==> config.mk <==
export PLATFORM = sky130hd
export DESIGN_NAME = eeprom_bitbang
export DESIGN_NICKNAME = d
export VERILOG_FILES = /design/src/rtl/eeprom_pkg.sv /design/src/rtl/eeprom_bitctl.sv /design/src/rtl/eeprom_store.sv /design/src/rtl/eeprom_bitbang.sv
export SDC_FILE = /design/constraint.sdc
export NUM_CORES = 2
export LEC_CHECK = 0
export ABC_AREA = 1
export ABC_CLOCK_PERIOD_IN_PS = 2300
export BUFFER_PORTS_ARGS = -buffer_cell sky130_fd_sc_hd__buf_2
export CORE_ASPECT_RATIO = 1.5
export CORE_MARGIN = 2
export CORE_UTILIZATION = 25
export DETAILED_ROUTE_END_ITERATION = 10
export GPL_ROUTABILITY_DRIVEN = 0
export GPL_TIMING_DRIVEN = 0
export PLACE_DENSITY = 0.49
export SLEW_MARGIN = 20
export SYNTH_ARGS = -nofsm -noshare
export SYNTH_HDL_FRONTEND = slang
export SYNTH_SLANG_ARGS = --single-unit
export TNS_END_PERCENT = 1
==> constraint.sdc <==
create_clock -name clk -period 2.3 [get_ports clk]
set_input_delay 0.345 -clock clk [delete_from_list [all_inputs] [get_ports clk]]
set_output_delay 0.345 -clock clk [all_outputs]
set_load 0.005 [all_outputs]
==> src/rtl/eeprom_pkg.sv <==
package eeprom_pkg;

  // Strobes from the bit controller to the storage datapath.
  typedef struct packed {
    logic clrCmd;    // start seen: empty the command register
    logic shiftCmd;  // take one command bit
    logic shiftAddr; // take one address bit, shift the output byte
    logic loadData;  // last address bit: fetch the addressed byte
  } dpStrobe_t;

endpackage

==> src/rtl/eeprom_bitctl.sv <==
module eeprom_bitctl
  import eeprom_pkg::*;
#(
  parameter int CMD_W  = 8,
  parameter int ADDR_W = 8,
  parameter int TICK_W = 5
) (
  input  logic              clk,
  input  logic              rst_n,
  input  logic              evValid,
  input  logic              evScl,
  input  logic              evSda,
  input  logic              cmdRead,
  input  logic              dataMsb,
  output dpStrobe_t         stb,
  output logic              sdaOut,
  output logic [TICK_W-1:0] tickQ,
  output logic              ackQ,
  output logic              sclQ
);

  localparam logic [TICK_W-1:0] CmdEnd  = TICK_W'(CMD_W + 1);
  localparam logic [TICK_W-1:0] AddrEnd = TICK_W'(CMD_W + ADDR_W + 1);
  localparam logic [TICK_W-1:0] FirstBit = TICK_W'(1);

  logic              sdaQ;
  logic [TICK_W-1:0] tickN;
  logic              ackN;
  logic              sdaN;
  logic              rise;
  logic              highChange;

  assign rise       = !sclQ && evScl;
  assign highChange = sclQ && evScl && (sdaQ != evSda);

  always_comb begin
    stb   = '0;
    tickN = tickQ;
    ackN  = ackQ;
    sdaN  = evSda;
    if (evValid) begin
      if (highChange) begin
        if (!evSda) begin
          tickN      = FirstBit;
          stb.clrCmd = 1'b1;
        end
      end else if (tickQ == '0 && !ackQ) begin
        tickN = tickQ;
      end else if (rise) begin
        if (ackQ) begin
          sdaN = 1'b0;
          ackN = 1'b0;
        end else if (sdaQ == evSda) begin
          tickN = tickQ + FirstBit;
          if (tickQ < CmdEnd) begin
            stb.shiftCmd = 1'b1;
            if (tickN == CmdEnd) ackN = 1'b1;
          end else begin
            stb.shiftAddr = 1'b1;
            if (cmdRead) sdaN = dataMsb;
            if (tickN == AddrEnd) begin
              stb.loadData = 1'b1;
              ackN         = 1'b1;
              tickN        = '0;
            end
          end
        end
      end
    end
  end

  always_ff @(posedge clk) begin
    if (!rst_n) begin
      tickQ <= '0;
      ackQ  <= 1'b0;
      sclQ  <= 1'b1;
      sdaQ  <= 1'b1;
    end else if (evValid) begin
      tickQ <= tickN;
      ackQ  <= ackN;
      sclQ  <= evScl;
      sdaQ  <= sdaN;
    end
  end

  assign sdaOut = sdaQ;

endmodule

==> src/rtl/eeprom_store.sv <==
module eeprom_store
  import eeprom_pkg::*;
#(
  parameter int CMD_W  = 8,
  parameter int ADDR_W = 8,
  parameter int DATA_W = 8
) (
  input  logic              clk,
  input  logic              rst_n,
  input  dpStrobe_t         stb,
  input  logic              bitIn,
  input  logic              loadEn,
  input  logic [ADDR_W-1:0] loadAddr,
  input  logic [DATA_W-1:0] loadData,
  output logic              cmdRead,
  output logic              dataMsb
);

  localparam int Depth = 1 << ADDR_W;

  logic [DATA_W-1:0] mem [Depth];
  logic [CMD_W-1:0]  cmdQ;
  logic [ADDR_W-1:0] addrQ;
  logic [DATA_W-1:0] dataQ;
  logic [ADDR_W-1:0] addrNext;

  assign addrNext = {addrQ[ADDR_W-2:0], bitIn};

  always_ff @(posedge clk) begin
    if (loadEn) mem[loadAddr] <= loadData;
  end

  always_ff @(posedge clk) begin
    if (!rst_n) begin
      cmdQ  <= '0;
      addrQ <= '0;
      dataQ <= '0;
    end else begin
      if (stb.clrCmd) cmdQ <= '0;
      else if (stb.shiftCmd) cmdQ <= {cmdQ[CMD_W-2:0], bitIn};
      if (stb.shiftAddr) begin
        addrQ <= addrNext;
        if (stb.loadData) dataQ <= mem[addrNext];
        else dataQ <= {dataQ[DATA_W-2:0], 1'b0};
      end
    end
  end

  assign cmdRead = cmdQ[0];
  assign dataMsb = dataQ[DATA_W-1];

endmodule

==> src/rtl/eeprom_bitbang.sv <==
module eeprom_bitbang
  import eeprom_pkg::*;
#(
  parameter int CMD_W  = 8,
  parameter int ADDR_W = 8,
  parameter int DATA_W = 8
) (
  input  logic              clk,
  input  logic              rst_n,
  input  logic              evValid,
  input  logic              evScl,
  input  logic              evSda,
  output logic              sdaOut,
  input  logic              loadEn,
  input  logic [ADDR_W-1:0] loadAddr,
  input  logic [DATA_W-1:0] loadData
);

  localparam int TICK_W = $clog2(CMD_W + ADDR_W + 2);

  dpStrobe_t         stb;
  logic              cmdRead;
  logic              dataMsb;
  logic [TICK_W-1:0] tickQ;
  logic              ackQ;
  logic              sclQ;

  eeprom_bitctl #(.CMD_W(CMD_W), .ADDR_W(ADDR_W), .TICK_W(TICK_W)) u_ctl (
    .clk(clk), .rst_n(rst_n), .evValid(evValid), .evScl(evScl), .evSda(evSda),
    .cmdRead(cmdRead), .dataMsb(dataMsb), .stb(stb), .sdaOut(sdaOut),
    .tickQ(tickQ), .ackQ(ackQ), .sclQ(sclQ)
  );

  eeprom_store #(.CMD_W(CMD_W), .ADDR_W(ADDR_W), .DATA_W(DATA_W)) u_store (
    .clk(clk), .rst_n(rst_n), .stb(stb), .bitIn(evSda),
    .loadEn(loadEn), .loadAddr(loadAddr), .loadData(loadData),
    .cmdRead(cmdRead), .dataMsb(dataMsb)
  );

endmodule

# ---- After elaboration in Yosys (flattened, before gate mapping)
# Memory sizes are Yosys's and may differ from the RTL's.
# Cells that the tools add are included.
dict set report totals {
  input_bits 22
  elab_cells 65
  ram_bits 2048
  reg_bits 24
  n_memories 1
  output_inout_bits 1
}
dict set report classes {
  bitwise 3
  n_reduce_logical 12
  eq_ne 7
  mux 33
  addsub 1
  n_lt_le_gt_ge 1
}
# name words word_bits read_ports rd_clocked_by_memory_dff write_ports line_no
set memory_table {}
lappend memory_table {u_store.mem 256 8 1 0 1 eeprom_store.sv:21} ;# logic [DATA_W-1:0] mem [Depth];
# cell count
set op_table {}
lappend op_table {{$mux W5} 8}
lappend op_table {{$mux W1} 17}
lappend op_table {{$mux W3} 5}
lappend op_table {{$mux W8} 1}
lappend op_table {{$reduce_and A6 Y1} 1}
lappend op_table {{$add A5 B1 Y5 const B} 1}
lappend op_table {{$eq A5 B4 Y1 const B} 1}
lappend op_table {{$eq A5 B5 Y1 const B} 1}
lappend op_table {{$logic_not A5 Y1} 1}
lappend op_table {{$lt A5 B4 Y1 const B} 1}
lappend op_table {{$logic_and A1 B1 Y1} 4}
lappend op_table {{$mux W4} 1}
lappend op_table {{$ne A2 B2 Y1 const B} 2}
lappend op_table {{$reduce_and A4 Y1} 1}
lappend op_table {{$reduce_bool A2 Y1} 2}
lappend op_table {{$not A1 Y1} 3}
lappend op_table {{$logic_not A1 Y1} 2}
lappend op_table {{$mux W2} 1}
lappend op_table {{$ne A2 B1 Y1 const B} 1}
lappend op_table {{$reduce_or A2 Y1} 1}
lappend op_table {{$eq A1 B1 Y1} 1}
lappend op_table {{$ne A1 B1 Y1} 1}

# ---- Longest topological paths before layout
dict set report depth {
  ltp_word 11
  ltp_mapped 16
  ltp_nobuf 15
}

# ---- Modules after synthesis
# From an unflattened synthesis, not the netlist that was laid out.
dict set report hier_totals {
  cells_unflattened 7157
  hier_area_um2 84340.9
}
# module seq_area_each_um2 instances cells_per_inst area_each_um2
set by_module_without_submodules {}
lappend by_module_without_submodules {eeprom_store 61819.3 1 7048 83656.5}
lappend by_module_without_submodules {eeprom_bitctl 160.2 1 109 684.4}

# ---- Worst setup path before layout
# OpenSTA, ideal clock, no wires.
dict set report synth_timing {
  path_type {input port to flip-flop}
  startpoint {input port loadEn}
  endpoint {memory u_store.mem[162][0], enable pin}
  stages 4
  path_slack_ns 0.464
  setup_ns 0.370
  path_buffers 2
  t_required_ns 1.930
  t_arrival_ns 1.466
  cell_sequence {clkbuf_1 nand3_1 clkbuf_1 nor2_1}
}
dict set report synth_via {
  elab_chain_cells 2
}
# item line_no
set synth_lines {}
lappend synth_lines {{start, declared} eeprom_bitbang.sv:14} ;# input logic loadEn,
lappend synth_lines {{$mux W1} eeprom_store.sv:30} ;# if (loadEn) mem[loadAddr] <= loadData;
lappend synth_lines {{$mux W1 (implied by the code)} eeprom_store.sv:30}
lappend synth_lines {{end, declared} eeprom_store.sv:21}
# Every way passes these cells.

# ---- Worst setup path in the final report
dict set report layout_timing {
  startpoint {register u_store.addrQ[0]}
  endpoint {register u_store.dataQ[7]}
}
dict set report layout_via {
  elab_chain_cells 2
}
# item line_no
set layout_lines {}
lappend layout_lines {{start, declared} eeprom_store.sv:23} ;# logic [ADDR_W-1:0] addrQ;
lappend layout_lines {{start signal, assigned} eeprom_store.sv:42} ;# addrQ <= addrNext;
lappend layout_lines {{$mem_v2 Z256 W8} --}
lappend layout_lines {{$mux W8} eeprom_store.sv:43} ;# if (stb.loadData) dataQ <= mem[addrNext];
lappend layout_lines {{end signal, assigned} eeprom_store.sv:43}
lappend layout_lines {{end signal, assigned} eeprom_store.sv:44} ;# else dataQ <= {dataQ[DATA_W-2:0], 1'b0};
lappend layout_lines {{end, declared} eeprom_store.sv:24} ;# logic [DATA_W-1:0] dataQ;
# Every way passes these cells.
# A chain may end at the register's enable or synchronous reset.

==> summary.txt <==
Cells and area
  – Sequential Area: 0.0620 mm2
  – Multi-input gate area: 0.0213 mm2
  – # fillers: 34000
  – Final #Nets: 7443
  – Area growth, synth to finish: 18.8%
  – Ratio of cells with drive above 1 in the final layout: 14.5%
  – Final core utilization: 29.8%

Global route
  – Global route total overflow: 0
  – Vias in the first global route: 58200
  – Antenna violations before repair: 16
  – Pin count of the biggest net entering global routing: 136
  – Global-route wire length before repair: 471000 um
  – Tot GR Track Use: 19.7%

Route
  – Vias: 59800
  – 1st-pass router iterations: 8
  – Vias per cell: 4.96
  – Remaining DRCs: 0
  – Total Wirelength: 353000 um
  – DR WL/cell: 29.3 um
  – Initial DRC Count: 7000
  – Antenna viol nets, final: 0

Status
  – Failing checks: setup timing
  – Status: finished, violations left

STA
  – Clock Skew: 49.8 ps
  – Setup WS post-layout: -259 ps
  – Tmin final: 2560 ps
  – FMAX: 391 MHz
  – Max transition margin: 16.8%
  – RSZ-0062 raised after global routing: yes
  – Hold slack final: 332 ps
  – Setup Viol. Count Final: 304
  – Max-slew violation count: 0
  – Period utilization: 111%
  – Worst Tran Pin Value: 1240 ps
  – Hold Fails Final Rpt: 0

Clock network
  – CTS buffer count: 194
  – H-tree Lvls: 4
  – CTS tree: done
  – Sink Count: 2072
  – Worst-path clk slew: 70 ps
  – Clock latency at the later pin of the worst-skew pair: 900 ps
  – Clock Path Buffers: 4
  – Clk root buf: clkbuf_16

Die
  – Starting Density: 25.1%
  – Boundary pin count: 23
  – Die Span X: 479 um
  – Chip height: 716 um
  – Core footprint: 0.337 mm2
  – Die area: 0.343 mm2
  – Num rows: 261

Hold path
  – Hold Crit Class: input port to flop

Synth
  – Commonest cells post-synth: 2142 x nand2_1, 2048 x edfxtp_1, 2031 x nand3_1, 307 x nor2_1, 256 x buf_2
  – Xor/xnor share of the synthesized area: 0.0311%
  – Register area share after synthesis: 73.4%
  – Synth top area cells: edfxtp_1 73%, nand3_1 12%, nand2_1 9.5%
  – Yosys top cell by area: edfxtp_1
  – Mapped Cells: 7150
  – Simple-gate area share of the yosys netlist: 23.0%
  – Distinct cells, synth: 31
  – Mux cell area share after synthesis: 0%
  – Synth Flop Type: edfxtp_1
  – Flop and latch count out of synthesis: 2072
  – Post-synthesis compound-gate area fraction: 0.281%
  – Post-synth EDFFs: 2048
  – Syn Area/Cell: 11.8 um2
  – Yosys warnings: 0
  – Most frequent cell after synthesis: nand2_1
  – Mapped cell area: 0.0845 mm2
  – Ys async rst share: 0%
  – Main combinational cell family by area after synthesis: simple AND/OR/NAND/NOR gates
  – Synthesized net count: 7174
  – Adder-Cell Fraction of Synth Area: 0.0296%
  – Synth top area share: 72.8%

Worst setup path
  – Startpoint types: flop
  – CP arrival: 3360 ps
  – Crit path required time: 3100 ps
  – Largest fanout on the critical path: 10
  – Crit end category: flop
  – Critical path class: flop to flop

Placed design
  – IO Port Bufs: 20
  – DP HPWL: 247000 um

Pwr
  – Peak supply drop: 0.615 mV
  – Leakage power figure: 34.0 nW
  – PwrDens: 765 mW/mm2

Run
  – # Max-Cap Violations: 0
==> cells by family after synthesis <==
| group | Yosys count |
|---|---|
| and+or+nand+nor | 4488 |
| DFF | 2072 |
| buffers and inverters | 546 |
| AOI/OAI and AO/OA | 39 |
| xor gates and xnor gates | 3 |
| adders and majority gates | 2 |
==> power breakdown <==
group	leakage, nW	switching [mW]	total [mW]	internal [mW]
sequential	18.6	0.0222	41.6	41.5
combinational	12.5	2.68	3.43	0.753
clock	2.90	14.6	31.8	17.1
total	34.0	17.3	76.7	59.4
==> critical path: stages, from the launching register on <==
cell and delay (ps):
dfxtp_4 400, clkbuf_16 220, clkinv_16 110, buf_16 170
buf_12 150, nand3_1 90, nand3_1 180, nand3_1 190
nand3_2 130, nand3_2 180, nand3_4 140, nand2_1 100
nand2_1 50, nand3_1 100, nand2_1 60, a21oi_1 130
==> cells in the final DEF (no fill, tap or decap), drive strengths merged <==
cell           synthesis  routed
nor3                   2       2
xor2                   3       3
o22ai                  1       1
clkinvlp               0       3
nand2               2143    2143
nor4                   1       1
clkinv                 2      86
o31ai                  2       2
bufinv                 0      13
edfxtp              2048    2048
buf                  380     431
nand3b                 1       1
inv                   55      60
o21ai                  8       8
o211ai                 2       2
diode                  0       7
a211oi                 3       3
clkdlybuf4s15          0       5
dfxtp                 24      24
ha                     2       2
nor2                 310     310
a22oi                  2       2
a21oi                 21      21
dlygate4sd3            0      12
clkbuf               109     351
nand3               2031    2031
==> per-stage QoR <==
stage                     instance area, um2  std cells  setup TNS, ps  setup WS, ps  power (mW)
after floorplan                        84500       7150              0           464        43.8
after global placement                 90200      11600       -7768850         -3590        45.7
after detailed placement               91100      11700       -1227100         -1620        45.7
after CTS                              99000      12000          -2510          -218        76.8
after global routing                  100000      12000         -13740          -224        78.2
final                                 100000      12000         -21910          -259        76.7
==> final cells by class <==
cell class	instances	area share, %
sequential	2072	61.8
multi-input combinational	4532	21.2
tap	4471	5.57
clock buffer	238	5.07
buffer	488	4.00
timing repair buffer	73	1.25
clock inverter	104	0.828
inverter	57	0.247
timing repair inverter	1	0.0299
antenna	7	0.0175
==> repair_timing <==
item,in CTS,in global routing
gates resized for setup,531,302
hold endpoints to repair,378,0
pin swaps,14,35
buffers inserted,0,4
endpoints found under the setup margin,167,315
cloned,2,10
hold buffers,12,0
==> flip-flops by register name (all words and copies together), names as in the netlist <==
register and cells:
u_store.cmdQ 1, u_store.mem 2048, u_ctl.ackQ 1, u_store.dataQ 8, u_store.addrQ 7, u_ctl.sclQ 1, u_ctl.sdaOut 1, u_ctl.tickQ 5
==> metal layers <==
metal,track usage [%],vias to the layer above,wire length (um)
li1,-,25900,-
met3,3.29,1052,25100
met1,20.5,29600,117000
met4,16.2,4,35000
met2,34.8,3212,176000
met5,0,-,30
==> final timing paths <==
kind              depth (start not counted)                  end        startpoint  slack, ps
setup / recovery                         15     u_store.dataQ[7]  u_store.addrQ[0]       -260
hold reg to reg                           2      u_store.cmdQ[0]   u_store.cmdQ[0]        460
setup reg to reg                         15     u_store.dataQ[7]  u_store.addrQ[0]       -260
hold / removal                            3  u_store.mem[184][7]            loadEn        330
No activity file was read; power rests on OpenSTA's default activity.
